`src/rtl/intc_pkg.sv`:
```
package intc_pkg;
    localparam int PRIO_W         = 4;
    localparam int REG_W          = 16;
    localparam int FIELDS_PER_REG = REG_W / PRIO_W;

    typedef logic [PRIO_W-1:0] prio_t;
endpackage

```
`src/rtl/intc_prio_regs.sv`:
```
module intc_prio_regs
    import intc_pkg::*;
#(
    parameter int NUM_GROUPS = 8,
    parameter int ADDR_W     = 3
) (
    input  logic                         clk_i,
    input  logic                         rst_ni,
    input  logic                         wr_en_i,
    input  logic [ADDR_W-1:0]            wr_addr_i,
    input  logic [REG_W-1:0]             wr_data_i,
    output prio_t [NUM_GROUPS-1:0]       level_o
);
    localparam int NUM_REGS = (NUM_GROUPS + FIELDS_PER_REG - 1) / FIELDS_PER_REG;

    logic [REG_W-1:0] regs_d [NUM_REGS];
    logic [REG_W-1:0] regs_q [NUM_REGS];

    always_comb begin
        for (int r = 0; r < NUM_REGS; r++) begin
            regs_d[r] = regs_q[r];
            if (wr_en_i && (int'(wr_addr_i) == r)) begin
                regs_d[r] = wr_data_i;
            end
        end
    end

    always_ff @(posedge clk_i) begin
        for (int r = 0; r < NUM_REGS; r++) begin
            if (!rst_ni) regs_q[r] <= '0;
            else         regs_q[r] <= regs_d[r];
        end
    end

    for (genvar g = 0; g < NUM_GROUPS; g++) begin : g_field
        localparam int REG_IDX = g / FIELDS_PER_REG;
        localparam int LSB     = PRIO_W * (g % FIELDS_PER_REG);
        assign level_o[g] = regs_q[REG_IDX][LSB +: PRIO_W];
    end

    for (genvar r = 0; r < NUM_REGS; r++) begin : g_chk
        AST_WRITE_LANDS: assert property (@(posedge clk_i) disable iff (!rst_ni)
            (wr_en_i && int'(wr_addr_i) == r) |=> (regs_q[r] == $past(wr_data_i)))
            else $error("priority write lost");
        AST_NO_STRAY_WRITE: assert property (@(posedge clk_i) disable iff (!rst_ni)
            !(wr_en_i && int'(wr_addr_i) == r) |=> $stable(regs_q[r]))
            else $error("priority register changed without a write");
    end
endmodule

```
`src/rtl/intc_group_pick.sv`:
```
module intc_group_pick #(
    parameter int SRCS   = 4,
    parameter int SLOT_W = (SRCS > 1) ? $clog2(SRCS) : 1
) (
    input  logic [SRCS-1:0]   req_i,
    output logic              valid_o,
    output logic [SLOT_W-1:0] slot_o
);
    logic [SRCS-1:0] grant;
    logic            found;

    always_comb begin
        grant  = '0;
        slot_o = '0;
        found  = 1'b0;
        for (int i = 0; i < SRCS; i++) begin
            if (req_i[i] && !found) begin
                found    = 1'b1;
                grant[i] = 1'b1;
                slot_o   = SLOT_W'(i);
            end
        end
    end

    assign valid_o = |req_i;

    always_comb begin
        AST_ONE_GRANT: assert ($onehot0(grant) && ((|grant) == valid_o))
            else $error("group grant not one-hot");
    end
endmodule

```
`src/rtl/intc_level_select.sv`:
```
module intc_level_select
    import intc_pkg::*;
#(
    parameter int NUM_GROUPS = 8,
    parameter int SLOT_W     = 2,
    parameter int SRC_W      = 5
) (
    input  logic [NUM_GROUPS-1:0]  grp_valid_i,
    input  prio_t [NUM_GROUPS-1:0] grp_level_i,
    input  logic [SLOT_W-1:0]      grp_slot_i [NUM_GROUPS],
    output logic                   win_valid_o,
    output prio_t                  win_level_o,
    output logic [SRC_W-1:0]       win_src_o
);
    localparam int GRP_W = SRC_W - SLOT_W;

    always_comb begin
        win_valid_o = 1'b0;
        win_level_o = '0;
        win_src_o   = '0;
        for (int g = 0; g < NUM_GROUPS; g++) begin
            if (grp_valid_i[g] && (!win_valid_o || grp_level_i[g] > win_level_o)) begin
                win_valid_o = 1'b1;
                win_level_o = grp_level_i[g];
                win_src_o   = {GRP_W'(g), grp_slot_i[g]};
            end
        end
    end

    always_comb begin
        for (int g = 0; g < NUM_GROUPS; g++) begin
            AST_WINNER_MAX: assert (!(grp_valid_i[g] && win_valid_o) || grp_level_i[g] <= win_level_o)
                else $error("winner below a requesting group");
        end
    end
endmodule

```
`src/rtl/intc_vectored.sv`:
```
module intc_vectored
    import intc_pkg::*;
#(
    parameter int NUM_GROUPS     = 8,
    parameter int SRCS_PER_GROUP = 4,
    parameter int ADDR_W         = 3,
    parameter int VEC_BASE       = 64,
    parameter int VEC_W          = 8,
    localparam int NUM_SRC       = NUM_GROUPS * SRCS_PER_GROUP,
    localparam int OFF_W         = VEC_W + 2
) (
    input  logic               clk_i,
    input  logic               rst_ni,
    input  logic               wr_en_i,
    input  logic [ADDR_W-1:0]  wr_addr_i,
    input  logic [REG_W-1:0]   wr_data_i,
    input  logic [NUM_SRC-1:0] req_i,
    input  logic [PRIO_W-1:0]  mask_i,
    output logic               accept_o,
    output logic [VEC_W-1:0]   vector_o,
    output logic [OFF_W-1:0]   vec_offset_o,
    output logic [PRIO_W-1:0]  new_level_o
);
    localparam int SLOT_W = (SRCS_PER_GROUP > 1) ? $clog2(SRCS_PER_GROUP) : 1;
    localparam int GRP_W  = (NUM_GROUPS > 1) ? $clog2(NUM_GROUPS) : 1;
    localparam int SRC_W  = SLOT_W + GRP_W;

    typedef struct packed {
        logic              acc;
        logic [VEC_W-1:0]  vec;
        logic [OFF_W-1:0]  off;
        prio_t             lvl;
    } out_t;

    prio_t [NUM_GROUPS-1:0] grp_level;
    logic  [NUM_GROUPS-1:0] grp_valid;
    logic  [SLOT_W-1:0]     grp_slot [NUM_GROUPS];
    logic                   win_valid;
    prio_t                  win_level;
    logic  [SRC_W-1:0]      win_src;
    out_t                   st_d, st_q;

    intc_prio_regs #(
        .NUM_GROUPS(NUM_GROUPS),
        .ADDR_W    (ADDR_W)
    ) i_regs (
        .clk_i    (clk_i),
        .rst_ni   (rst_ni),
        .wr_en_i  (wr_en_i),
        .wr_addr_i(wr_addr_i),
        .wr_data_i(wr_data_i),
        .level_o  (grp_level)
    );

    for (genvar g = 0; g < NUM_GROUPS; g++) begin : g_grp
        intc_group_pick #(
            .SRCS  (SRCS_PER_GROUP),
            .SLOT_W(SLOT_W)
        ) i_pick (
            .req_i  (req_i[g*SRCS_PER_GROUP +: SRCS_PER_GROUP]),
            .valid_o(grp_valid[g]),
            .slot_o (grp_slot[g])
        );
    end

    intc_level_select #(
        .NUM_GROUPS(NUM_GROUPS),
        .SLOT_W    (SLOT_W),
        .SRC_W     (SRC_W)
    ) i_sel (
        .grp_valid_i(grp_valid),
        .grp_level_i(grp_level),
        .grp_slot_i (grp_slot),
        .win_valid_o(win_valid),
        .win_level_o(win_level),
        .win_src_o  (win_src)
    );

    always_comb begin
        logic [VEC_W-1:0] vec;
        vec  = VEC_W'(VEC_BASE) + VEC_W'(win_src);
        st_d = '0;
        if (win_valid && (win_level > mask_i) && !st_q.acc) begin
            st_d.acc = 1'b1;
            st_d.vec = vec;
            st_d.off = {vec, 2'b00};
            st_d.lvl = win_level;
        end
    end

    always_ff @(posedge clk_i) begin
        if (!rst_ni) st_q <= '0;
        else         st_q <= st_d;
    end

    assign accept_o     = st_q.acc;
    assign vector_o     = st_q.vec;
    assign vec_offset_o = st_q.off;
    assign new_level_o  = st_q.lvl;

    AST_ACCEPT_PULSE: assert property (@(posedge clk_i) disable iff (!rst_ni)
        accept_o |=> !accept_o)
        else $error("accept held two cycles");
    AST_ABOVE_MASK: assert property (@(posedge clk_i) disable iff (!rst_ni)
        accept_o |-> (new_level_o > $past(mask_i)))
        else $error("accepted at or below mask");
    AST_IDLE_ZERO: assert property (@(posedge clk_i) disable iff (!rst_ni)
        !accept_o |-> (vector_o == '0 && vec_offset_o == '0 && new_level_o == '0))
        else $error("outputs not zero while idle");
    AST_VEC_RANGE: assert property (@(posedge clk_i) disable iff (!rst_ni)
        accept_o |-> (int'(vector_o) >= VEC_BASE && int'(vector_o) < VEC_BASE + NUM_SRC))
        else $error("vector out of range");
endmodule

```
`config.mk`:
```
export PLATFORM = sky130hd
export DESIGN_NAME = intc_vectored
export DESIGN_NICKNAME = d
export VERILOG_FILES = /design/src/rtl/intc_pkg.sv /design/src/rtl/intc_prio_regs.sv /design/src/rtl/intc_group_pick.sv /design/src/rtl/intc_level_select.sv /design/src/rtl/intc_vectored.sv
export SDC_FILE = /design/constraint.sdc
export NUM_CORES = 1
export LEC_CHECK = 0
export BUFFER_PORTS_ARGS = -buffer_cell sky130_fd_sc_hd__buf_4
export CAP_MARGIN = 40
export CORE_ASPECT_RATIO = 0.75
export CORE_MARGIN = 8
export CORE_UTILIZATION = 25
export CTS_CLUSTER_SIZE = 10
export DETAILED_ROUTE_END_ITERATION = 6
export GPL_ROUTABILITY_DRIVEN = 0
export MAX_ROUTING_LAYER = met4
export PLACE_DENSITY = 0.48
export SLEW_MARGIN = 20
export SYNTH_ARGS = -nofsm -noshare
export SYNTH_HDL_FRONTEND = slang
export SYNTH_HIERARCHICAL = 1
export SYNTH_SLANG_ARGS = --single-unit
export TNS_END_PERCENT = 10
```
`constraint.sdc`:
```
create_clock -name clk_i -period 12.7 [get_ports clk_i]
set_input_delay 0.635 -clock clk_i [delete_from_list [all_inputs] [get_ports clk_i]]
set_output_delay 0.635 -clock clk_i [all_outputs]
set_load 0.1 [all_outputs]
```
Word level (Yosys, flattened, before mapping):

Memory sizes are Yosys's and may differ from the RTL's.
Cells that the tools add are included.

* equality and inequality tests: 1
* order comparisons: 8
* $add $sub $neg: 1
* bitwise logic cells: 2
* reduce and logical (&&, ||, !) cells: 84
* mux-type cells: 79

Operator list (count)
* two-way mux 16 bit: 4
* two-way mux 1 bit: 42
* two-way mux 4 bit: 10
* logical AND 1 bit: 35
* two-way mux 2 bit: 17
* > comparator 4 bit: 8
* logical NOT 1 bit: 32
* OR reduction 4 bit: 8
* two-way mux 23 bit: 1
* two-way mux 5 bit: 4
* adder 7 x 5 -> 8 bit (first input constant): 1
* logical OR 1 bit: 7
* == test 3 x 2 -> 1 bit (second input constant): 1
* logical NOT 3 bit: 1
* two-way mux 3 bit: 1
* OR 1 bit: 2
* AND reduction 2 bit: 1

* memories kept: 1
* output and inout bits: 23
* register bits: 15
* bits of input ports: 58
* word-level logic and storage cells: 180
* memory bits (writable): 32

Memory list
* i_regs.regs_q: depth 2, width 16, rd ports 2, clocked after memory_dff 0, write ports 2, RTL line intc_prio_regs.sv:17 `logic [REG_W-1:0] regs_q [NUM_REGS];`

Logic depth before layout (Yosys ltp):

Gate-level depths: netlist (run 1).

* depth after elaboration: 34
* mapped depth: 63
* gate-level depth less buffers: 56

Modules after synthesis:

The synthesis (run 1) kept the hierarchy.

Modules (own cells, without submodules)
* intc_level_select: seq. area each 0.0 µm², area an instance 1437.6 µm², cells an instance 199, times used 1
* intc_prio_regs: seq. area each 640.6 µm², area an instance 1226.2 µm², cells an instance 123, times used 1
* intc_vectored: seq. area each 220.2 µm², area an instance 621.8 µm², cells an instance 62, times used 1
* intc_group_pick: seq. area each 0.0 µm², area an instance 35.0 µm², cells an instance 7, times used 8

Worst setup path after synthesis (run 1):

Ideal clock, no wire load.

* path type: input to register
* start: input req_i[3]
* end: register st_q, in the netlist new_level_o[1]
* path slack: 1.619 ns
* setup time: 0.118 ns
* arrival: 10.963 ns
* stages on the path: 58
* cells stage by stage: nor2_1 nand2_1 buf_6 and2_2 ha_1 nand4_1 o21ai_0 a21oi_1 buf_2 or2_2 and2_1 ha_1 a211oi_1 a21o_1 buf_2 nor2_1 a31oi_1 inv_1 [... 22 more ...] o211ai_1 a21oi_1 o21ai_0 buf_2 mux2i_1 a21bo_2 ha_1 o21ai_0 a21oi_1 o21ai_0 buf_2 mux2i_1 a21oi_1 ha_1 nor2b_4 o211ai_2 buf_6 a21oi_2

* cells in the longest elaborated chain, start to end: 34

RTL lines
* start, declared: RTL line intc_vectored.sv:17 `input logic [NUM_SRC-1:0] req_i,`
* OR reduction 4 bit (*): RTL line intc_group_pick.sv:25 `assign valid_o = |req_i;`
* named net grp_valid[0]: RTL line intc_vectored.sv:36 `logic [NUM_GROUPS-1:0] grp_valid;`
* two-way mux 4 bit / two-way mux 1 bit (equally long branches): RTL line intc_level_select.sv:22 `if (grp_valid_i[g] && (!win_valid_o || grp_level_i[g] > win_level_o)) begin`
* > comparator 4 bit / logical NOT 1 bit (equally long branches): RTL line intc_level_select.sv:22
* logical OR 1 bit: RTL line intc_level_select.sv:22
* logical AND 1 bit: RTL line intc_level_select.sv:22
* two-way mux 4 bit / two-way mux 1 bit (equally long branches): RTL line intc_level_select.sv:22
* > comparator 4 bit / logical NOT 1 bit (equally long branches): RTL line intc_level_select.sv:22
* [... 19 more ...]
* > comparator 4 bit / logical NOT 1 bit (equally long branches): RTL line intc_level_select.sv:22
* logical OR 1 bit: RTL line intc_level_select.sv:22
* logical AND 1 bit: RTL line intc_level_select.sv:22
* two-way mux 4 bit (*): RTL line intc_level_select.sv:22
* named net win_level[1]: RTL line intc_vectored.sv:39 `prio_t win_level;`
* > comparator 4 bit: RTL line intc_vectored.sv:83 `if (win_valid && (win_level > mask_i) && !st_q.acc) begin`
* logical AND 1 bit (2 in a row): RTL line intc_vectored.sv:83
* AND reduction 2 bit (no source line)
* end signal, assigned: RTL line intc_vectored.sv:93 `else st_q <= st_d;`
* end, declared: RTL line intc_vectored.sv:41 `out_t st_d, st_q;`

The timed path passes the listed nets; every way through them passes the cells marked *.
A chain may end at the register's enable or synchronous reset.

Worst setup path in the final report (run 1):

* start: input req_i[3]
* end: register st_q, in the netlist accept_o

* cells in the longest elaborated chain, start to end: 34

RTL lines (RTL line)
* OR reduction 4 bit (*): intc_group_pick.sv:25
* named net grp_valid[0]: intc_vectored.sv:36
* two-way mux 4 bit / two-way mux 1 bit (equally long branches): intc_level_select.sv:22
* > comparator 4 bit / logical NOT 1 bit (equally long branches): intc_level_select.sv:22
* logical OR 1 bit: intc_level_select.sv:22
* logical AND 1 bit: intc_level_select.sv:22
* two-way mux 4 bit / two-way mux 1 bit (equally long branches): intc_level_select.sv:22
* > comparator 4 bit / logical NOT 1 bit (equally long branches): intc_level_select.sv:22
* [... 19 more ...]
* > comparator 4 bit / logical NOT 1 bit (equally long branches): intc_level_select.sv:22
* logical OR 1 bit: intc_level_select.sv:22
* logical AND 1 bit: intc_level_select.sv:22
* two-way mux 4 bit (*): intc_level_select.sv:22
* named net win_level[1]: intc_vectored.sv:39
* > comparator 4 bit (*): intc_vectored.sv:83
* logical AND 1 bit (*) (2 in a row): intc_vectored.sv:83
* two-way mux 23 bit (*): intc_vectored.sv:83

Marked as above.

==> results by group, run 1 <==
Clocking
  – Clk buf depth: 2
  – Clock H-tree levels: 2
  – Worst-path clk slew: 0.06 ns
  – CTS tree: yes
  – CTS Buf Count: 5
  – Clock root cell: clkbuf_16
  – Post-CTS Hold Fix Bufs: 0
  – CTS sink cnt: 43
  – Clock insertion delay at the later pin of the skew report: 0.28 ns

Final layout
  – Area delta synth->final: 22.32%
  – Fin cells: 679
  – Layout cells sized above 1: 27.98%
  – Fill cells: 1442
  – Antenna cell count: 0
  – Final net count: 593

STA
  – Clock skew: 0.005380 ns
  – Final setup viols: 0
  – Final Max Slew Viols: 0
  – Fmax: 83.96 MHz
  – Tmin final: 11.91 ns
  – TNS Setup: 0 ns
  – RSZ-0062 raised after global routing: no
  – Final Hold Fails: 0
  – Worst slew margin: 56.84%
  – Worst slew pin tran: 0.6460 ns
  – Period utilization: 93.79%

Synth
  – Synthesis warning total: 6
  – Area contributors post-synth: dfxtp_1, mux2i_1, ha_1, nand2_1, a21oi_2
  – Share of the synthesized area in the top cell type: 24.14%
  – Dominant cell type by area after synthesis: dfxtp_1
  – Primary FF master, synth: dfxtp_1
  – Seq/Total Area, Yosys: 24.14%
  – Number of synthesized flops with an enable pin: 0
  – Async SR Flop Fraction: 0%
  – Most frequent cell after synthesis: nand2_1
  – Avg Cell Area, Syn: 8.104 um^2
  – Post-synth design cell area: 3566 um^2
  – Synth top cells by count: nand2_1, dfxtp_1, mux2i_1, nor2_1, ha_1
  – Synth Instances: 440
  – Synth cell types: 53
  – #FFs+latches synth: 43

Power
  – Cell Pwr Density: 251.1 nW/um^2
  – Leak: 1.964 nW
  – Worst vdd ir: 0.1679 mV

Die
  – Die area: 18380 um^2
  – DIE HEIGHT: 119.4 um
  – Die Span X: 153.9 um
  – # rows: 37
  – # IOs: 81
  – Core box area: 13840 um^2
  – Initial Util: 25.76%

Placed design
  – Dpl cells: 669
  – PortBufs: 74
  – Final HPWL DP: 8463 um

Global route
  – GRT overflow: 0
  – Pin count of the biggest net entering global routing: 59
  – Initial antenna violation count: 0
  – GRT Resource Usage Total: 11.22%
  – First-pass GRT wire length: 16190 um
  – Vias in the first global route: 3097

Job
  – Max-cap violations: 0

Route
  – Detailed-route DRC error count: 0
  – DRT iter0 DRCs: 176
  – Via density: 4.672
  – WL/cell: 15.05 um
  – Routed WL: 10220 um
  – Via count: 3172
  – Antenna Nets Post-Route: 0
  – Detailed Routing Iterations Pass 1: 4

Worst setup path
  – Largest stage delay on the critical path: 0.46 ns
  – CP arrival: 12.07 ns
  – CP Launch Type: input pin
  – Worst R2R Path Depth: 54
  – CP Capture Type: flop
  – Crit path to: accept_o$_SDFF_PN0_
  – Max Fanout on Critical Path: 14
  – Critical path's most frequent cell: ha_1
  – Critical path origin: req_i[3]
  – WP data required: 12.86 ns
  – Reg2reg end: accept_o$_SDFF_PN0_
  – Crit path kind: input pin to flop
  – Worst r2r src: i_regs/regs_q[0][1]$_SDFFE_PN0P_
  – Reg2reg setup slack: 1.29 ns
  – CP max-delay cell: a221oi_2

Hold path
  – Worst Hold Path Cells: 2
  – HP Class: flop to flop

Status
  – Status: finished clean
stage by stage:
| step | utilization (%) | setup WS, ns | cell area (um^2) | total power, mW | hold WS (ns) |
|---|---|---|---|---|---|
| 4_1_cts | 31.28 | 0.4868 | 4329 | 1.096 | 0.4638 |
| 5_1_grt | 31.51 | 0.01709 | 4362 | 1.198 | 0.4926 |
| 6_report | 31.51 | 0.7892 | 4362 | 1.095 | 0.4659 |
| 3_3_place_gp | 30.15 | 0.4177 | 4173 | 0.9426 | 0.4497 |
| 3_5_place_dp | 30.25 | 0.2078 | 4188 | 0.9661 | 0.4548 |
| 2_1_floorplan | - | 1.619 | 3585 | 0.8071 | 0.4334 |
critical path, delay by kind of cell:
family	cells	cell delay, ns
AO/OA/AOI/OAI	24	4.64
adder cells (fa/ha/maj)	8	2.31
buffers and inverters	6	1.07
multiplexers	2	0.57
AND/OR/NAND/NOR	17	2.79
report_power, final:
| group | switching (mW) | internal (mW) |
|---|---|---|
| Clock | 0.0534 | 0.0726 |
| Combinational | 0.490 | 0.330 |
| Sequential | 0.00451 | 0.145 |
worst min-delay path by stage:
| stage | from | to | slack (ns) |
|---|---|---|---|
| 6_report | i_regs/regs_q[1][12]$_SDFFE_PN0P_ | i_regs/regs_q[1][12]$_SDFFE_PN0P_ | 0.47 |
| 2_1_floorplan | i_regs/regs_q[0][0]$_SDFFE_PN0P_ | i_regs/regs_q[0][0]$_SDFFE_PN0P_ | 0.43 |
| 4_1_cts | i_regs/regs_q[1][12]$_SDFFE_PN0P_ | i_regs/regs_q[1][12]$_SDFFE_PN0P_ | 0.46 |
| 5_1_grt | i_regs/regs_q[1][12]$_SDFFE_PN0P_ | i_regs/regs_q[1][12]$_SDFFE_PN0P_ | 0.49 |
| 3_3_place_gp | i_regs/regs_q[1][8]$_SDFFE_PN0P_ | i_regs/regs_q[1][8]$_SDFFE_PN0P_ | 0.45 |
| 3_5_place_dp | i_regs/regs_q[1][12]$_SDFFE_PN0P_ | i_regs/regs_q[1][12]$_SDFFE_PN0P_ | 0.45 |
timing repair:
action                                  CTS  global route
gates resized for setup                   0             5
setup buffers                             0             2
endpoints found under the setup margin    0            11
cell families after synthesis:
group / count (synthesis) / share of synthesized area (%)
other: 1 / 0.1052
adder cells (fa/ha/maj): 32 / 11.23
multiplexers: 45 / 12.74
AND/OR/NAND/NOR: 173 / 23.58
AO/OA/AOI/OAI: 85 / 18.67
flip-flops: 43 / 24.14
buffers and inverters: 61 / 9.543
cells in the final DEF (no fill, tap or decap), types with 3 or more instances in the layout:
master / instances
a21bo_2: 4
a21o_1: 3
a21o_2: 4
a21oi_1: 13
a21oi_2: 19
a221oi_1: 3
a221oi_2: 3
and2_1: 3
and3_1: 4
buf_4: 82
clkbuf_16: 5
conb_1: 6
dfxtp_1: 43
ha_1: 32
inv_1: 29
mux2_2: 3
mux2i_1: 42
nand2_1: 68
nand2b_1: 8
nand4_1: 14
nor2_1: 38
nor2b_1: 8
nor3_1: 9
o211ai_1: 6
o21ai_0: 13
o31ai_1: 3
or2_2: 4
registers in the layout (all words and copies together) (netlist names):
name           count
i_regs/regs_q     32
vec_offset_o       6
new_level_o        4
accept_o           1
routing by layer:
layer,GRT usage (%),vias up,share of wire (%)
met4,2.320,0,0.35
met2,15.61,77,41
met3,2.565,2,4.6
li1,-,1646,-
met5,-,-,0
met1,16.05,1447,54
final cells by class:
type | count | area [um^2] | area share [%]
clock buffers | 6 | 128.9 | 2.955
repair buffers | 83 | 630.6 | 14.46
well taps | 175 | 219.0 | 5.020
multi-input cells | 341 | 2401 | 55.05
clock inverters | 2 | 12.51 | 0.2869
inverters | 29 | 108.9 | 2.496
flip-flops and latches | 43 | 860.8 | 19.74
(Power assumes the default switching activity.)
==> run 2, diff against run 1 <==
Settings changed: BUFFER_PORTS_ARGS -buffer_cell sky130_fd_sc_hd__buf_4 to unset, CTS_CLUSTER_SIZE 10 to 14, DONT_BUFFER_PORTS set to 1, PLACE_DENSITY 0.48 to 0.43.
Clock period 12.7 ns to 13.4 ns, I/O delays scaled along.
==> results by group, run 2 (synthesis gave the netlist of run 1 again) <==
Final layout
  – Fin cells: 613 (-9.7%)
  – Most common cell after layout, fill and taps aside: nand2_1
  – Most flop-heavy register: i_regs/regs_q
  – Area delta synth->final: 13.16%
  – Final Cell Area: 4035 um^2 (-7.5%)
  – Antenna cell count: 0 (unchanged)
  – Layout cells sized above 1: 17.81% (-10 points)
  – Max reg flops: 32 (unchanged)
  – Leading cell types in the layout, fill and taps excluded: nand2_1, mux2i_1, nor2_1
  – Final net count: 528 (-11%)

Placed design
  – Final HPWL DP: 8491 um (+0.33%)
  – Worst slack, placed: 0.5919 ns (+0.3841 ns)
  – Dpl cells: 605 (-9.6%)
  – PortBufs: 0 (-100%)
  – Post-DP Area: 3885 um^2 (-7.2%)

Worst setup path
  – Crit path kind: input pin to flop
  – WP data required: 13.62 ns (+0.76 ns)
  – Largest stage delay on the critical path: 0.45 ns (about the same)
  – CP max-delay cell: a221oi_2
  – CP Capture Type: flop
  – Max Fanout on Critical Path: 14 (unchanged)
  – Critical path's most frequent cell: ha_1
  – Worst r2r src: i_regs/regs_q[0][1]$_SDFFE_PN0P_
  – Critical path origin: req_i[3]
  – CP arrival: 12.49 ns (+0.42 ns)
  – CP Launch Type: input pin

Die
  – Initial Util: 25.76% (unchanged)
  – # rows: 37 (unchanged)
  – Core box area: 13840 um^2 (unchanged)
  – Die Span X: 153.9 um (unchanged)
  – # IOs: 81 (unchanged)
  – DIE HEIGHT: 119.4 um (unchanged)
  – Die area: 18380 um^2 (unchanged)

Clocking
  – Post-CTS Hold Fix Bufs: 0 (unchanged)
  – Worst-path clk slew: 0.07 ns (about the same)
  – Postcts setup bufs: 0 (unchanged)
  – CTS Buf Count: 5 (unchanged)
  – CTS tree: yes
  – CTS sink cnt: 43 (unchanged)
  – Clk buf depth: 2 (unchanged)
  – Clock insertion delay at the later pin of the skew report: 0.29 ns (about the same)
  – Clock H-tree levels: 2 (unchanged)
  – Clock root cell: clkbuf_16

Route
  – Detailed-route DRC error count: 0 (unchanged)
  – WL/cell: 16.50 um (+9.6%)
  – Via count: 2967 (-6.5%)
  – Via density: 4.840 (+3.6%)
  – Routed WL: 10120 um (-1.0%)
  – Detailed Routing Iterations Pass 1: 4 (unchanged)
  – DRT iter0 DRCs: 114 (-35%)
  – Antenna Nets Post-Route: 0 (unchanged)

Global route
  – GRT Resource Usage Total: 11.46% (+0.24 points)
  – Pin count of the biggest net entering global routing: 59 (unchanged)
  – GRT overflow: 0 (unchanged)
  – Vias in the first global route: 3069 (-0.90%)
  – First-pass GRT wire length: 16430 um (+1.5%)
  – Initial antenna violation count: 0 (unchanged)

STA
  – Worst slew pin tran: 0.6073 ns (-0.03878 ns)
  – Fmax: 81.52 MHz
  – Final Hold Fails: 0 (unchanged)
  – Final hold slack: 0.4640 ns (-0.001942 ns)
  – Worst slew margin: 59.52% (+2.7 points)
  – Period utilization: 91.54%
  – Final Max Slew Viols: 0 (unchanged)
  – Final setup viols: 0 (unchanged)
  – Clock skew: 0.006587 ns (+0.001208 ns)
  – Setup slack after layout: 1.133 ns (+0.3441 ns)
  – RSZ-0062 raised after global routing: no
  – Tmin final: 12.27 ns
  – TNS Setup: 0 ns (unchanged)

Power
  – Cell Pwr Density: 251.7 nW/um^2 (+0.22%)
  – Worst vdd ir: 0.1349 mV (-20%)
  – Leak: 1.707 nW (-13%)

Job
  – Max-cap violations: 0 (unchanged)

Hold path
  – HP Class: flop to flop
  – Hold path startpoint: i_regs/regs_q[1][8]$_SDFFE_PN0P_

Status
  – Status: finished clean
==> run 2: cell count changes in the layout (fill, tap and decap cells not counted), moves of 2 or more <==
cell     before  now
a21oi_2      19   17
a21oi_1      13   15
buf_16        0    7
dfxtp_2       0    6
buf_8         1    5
dfxtp_1      43   37
buf_4        82    5
==> run 2: power by group <==
group,switching [mW],internal [mW]
Sequential,0.0253,0.138
Clock,0.0505,0.0680
Combinational,0.426,0.308
Total,0.501,0.514
==> run 2: metal layers <==
layer  wire [um]  global-route usage (%)  vias up
met2        3833                   15.48       92
li1            -                       -     1517
met1        5247                   16.24     1351
met5           0                       -        -
met3         957                   3.360        7
met4          79                   2.625        0
==> run 2: final timing paths <==
kind,endpoint,slack [ns],cells past startpoint
hold / removal,i_regs/regs_q[1][8]$_SDFFE_PN0P_,0.46,2
setup reg to reg,new_level_o[0]$_SDFF_PN0_,1.51,53
setup / recovery,new_level_o[0]$_SDFF_PN0_,1.13,56
hold reg to reg,i_regs/regs_q[1][8]$_SDFFE_PN0P_,0.46,2
==> run 2: area by class of cell <==
class | instances | area (um^2)
Inverter | 29 | 108.9
Clock buffer | 5 | 125.1
Multi-Input combinational cell | 341 | 2390
Clock inverter | 2 | 13.76
Fill cell | 1460 | 9807
Tap cell | 175 | 219.0
Timing Repair Buffer | 18 | 310.3
Sequential cell | 43 | 868.3
==> run 2: repair_timing <==
action                     4_1_cts  5_1_grt
setup endpoints to repair        0       11
hold endpoints to repair         0        0
resized for setup                0        1
==> run 2: per-stage QoR <==
step           power (mW)  util, %
3_3_place_gp       0.8584    26.13
5_1_grt             1.097    29.15
2_1_floorplan      0.7649        -
3_5_place_dp       0.8961    28.07
4_1_cts             1.016    29.07
6_report            1.016    29.15
==> run 2: critical path, delay by kind of cell <==
family / cells / cell delay, ns
AOI/OAI and AO/OA: 23 / 4.86
muxes: 2 / 0.68
buffers and inverters: 4 / 0.69
and+or+nand+nor: 19 / 3.21
adders and majority gates: 8 / 2.32
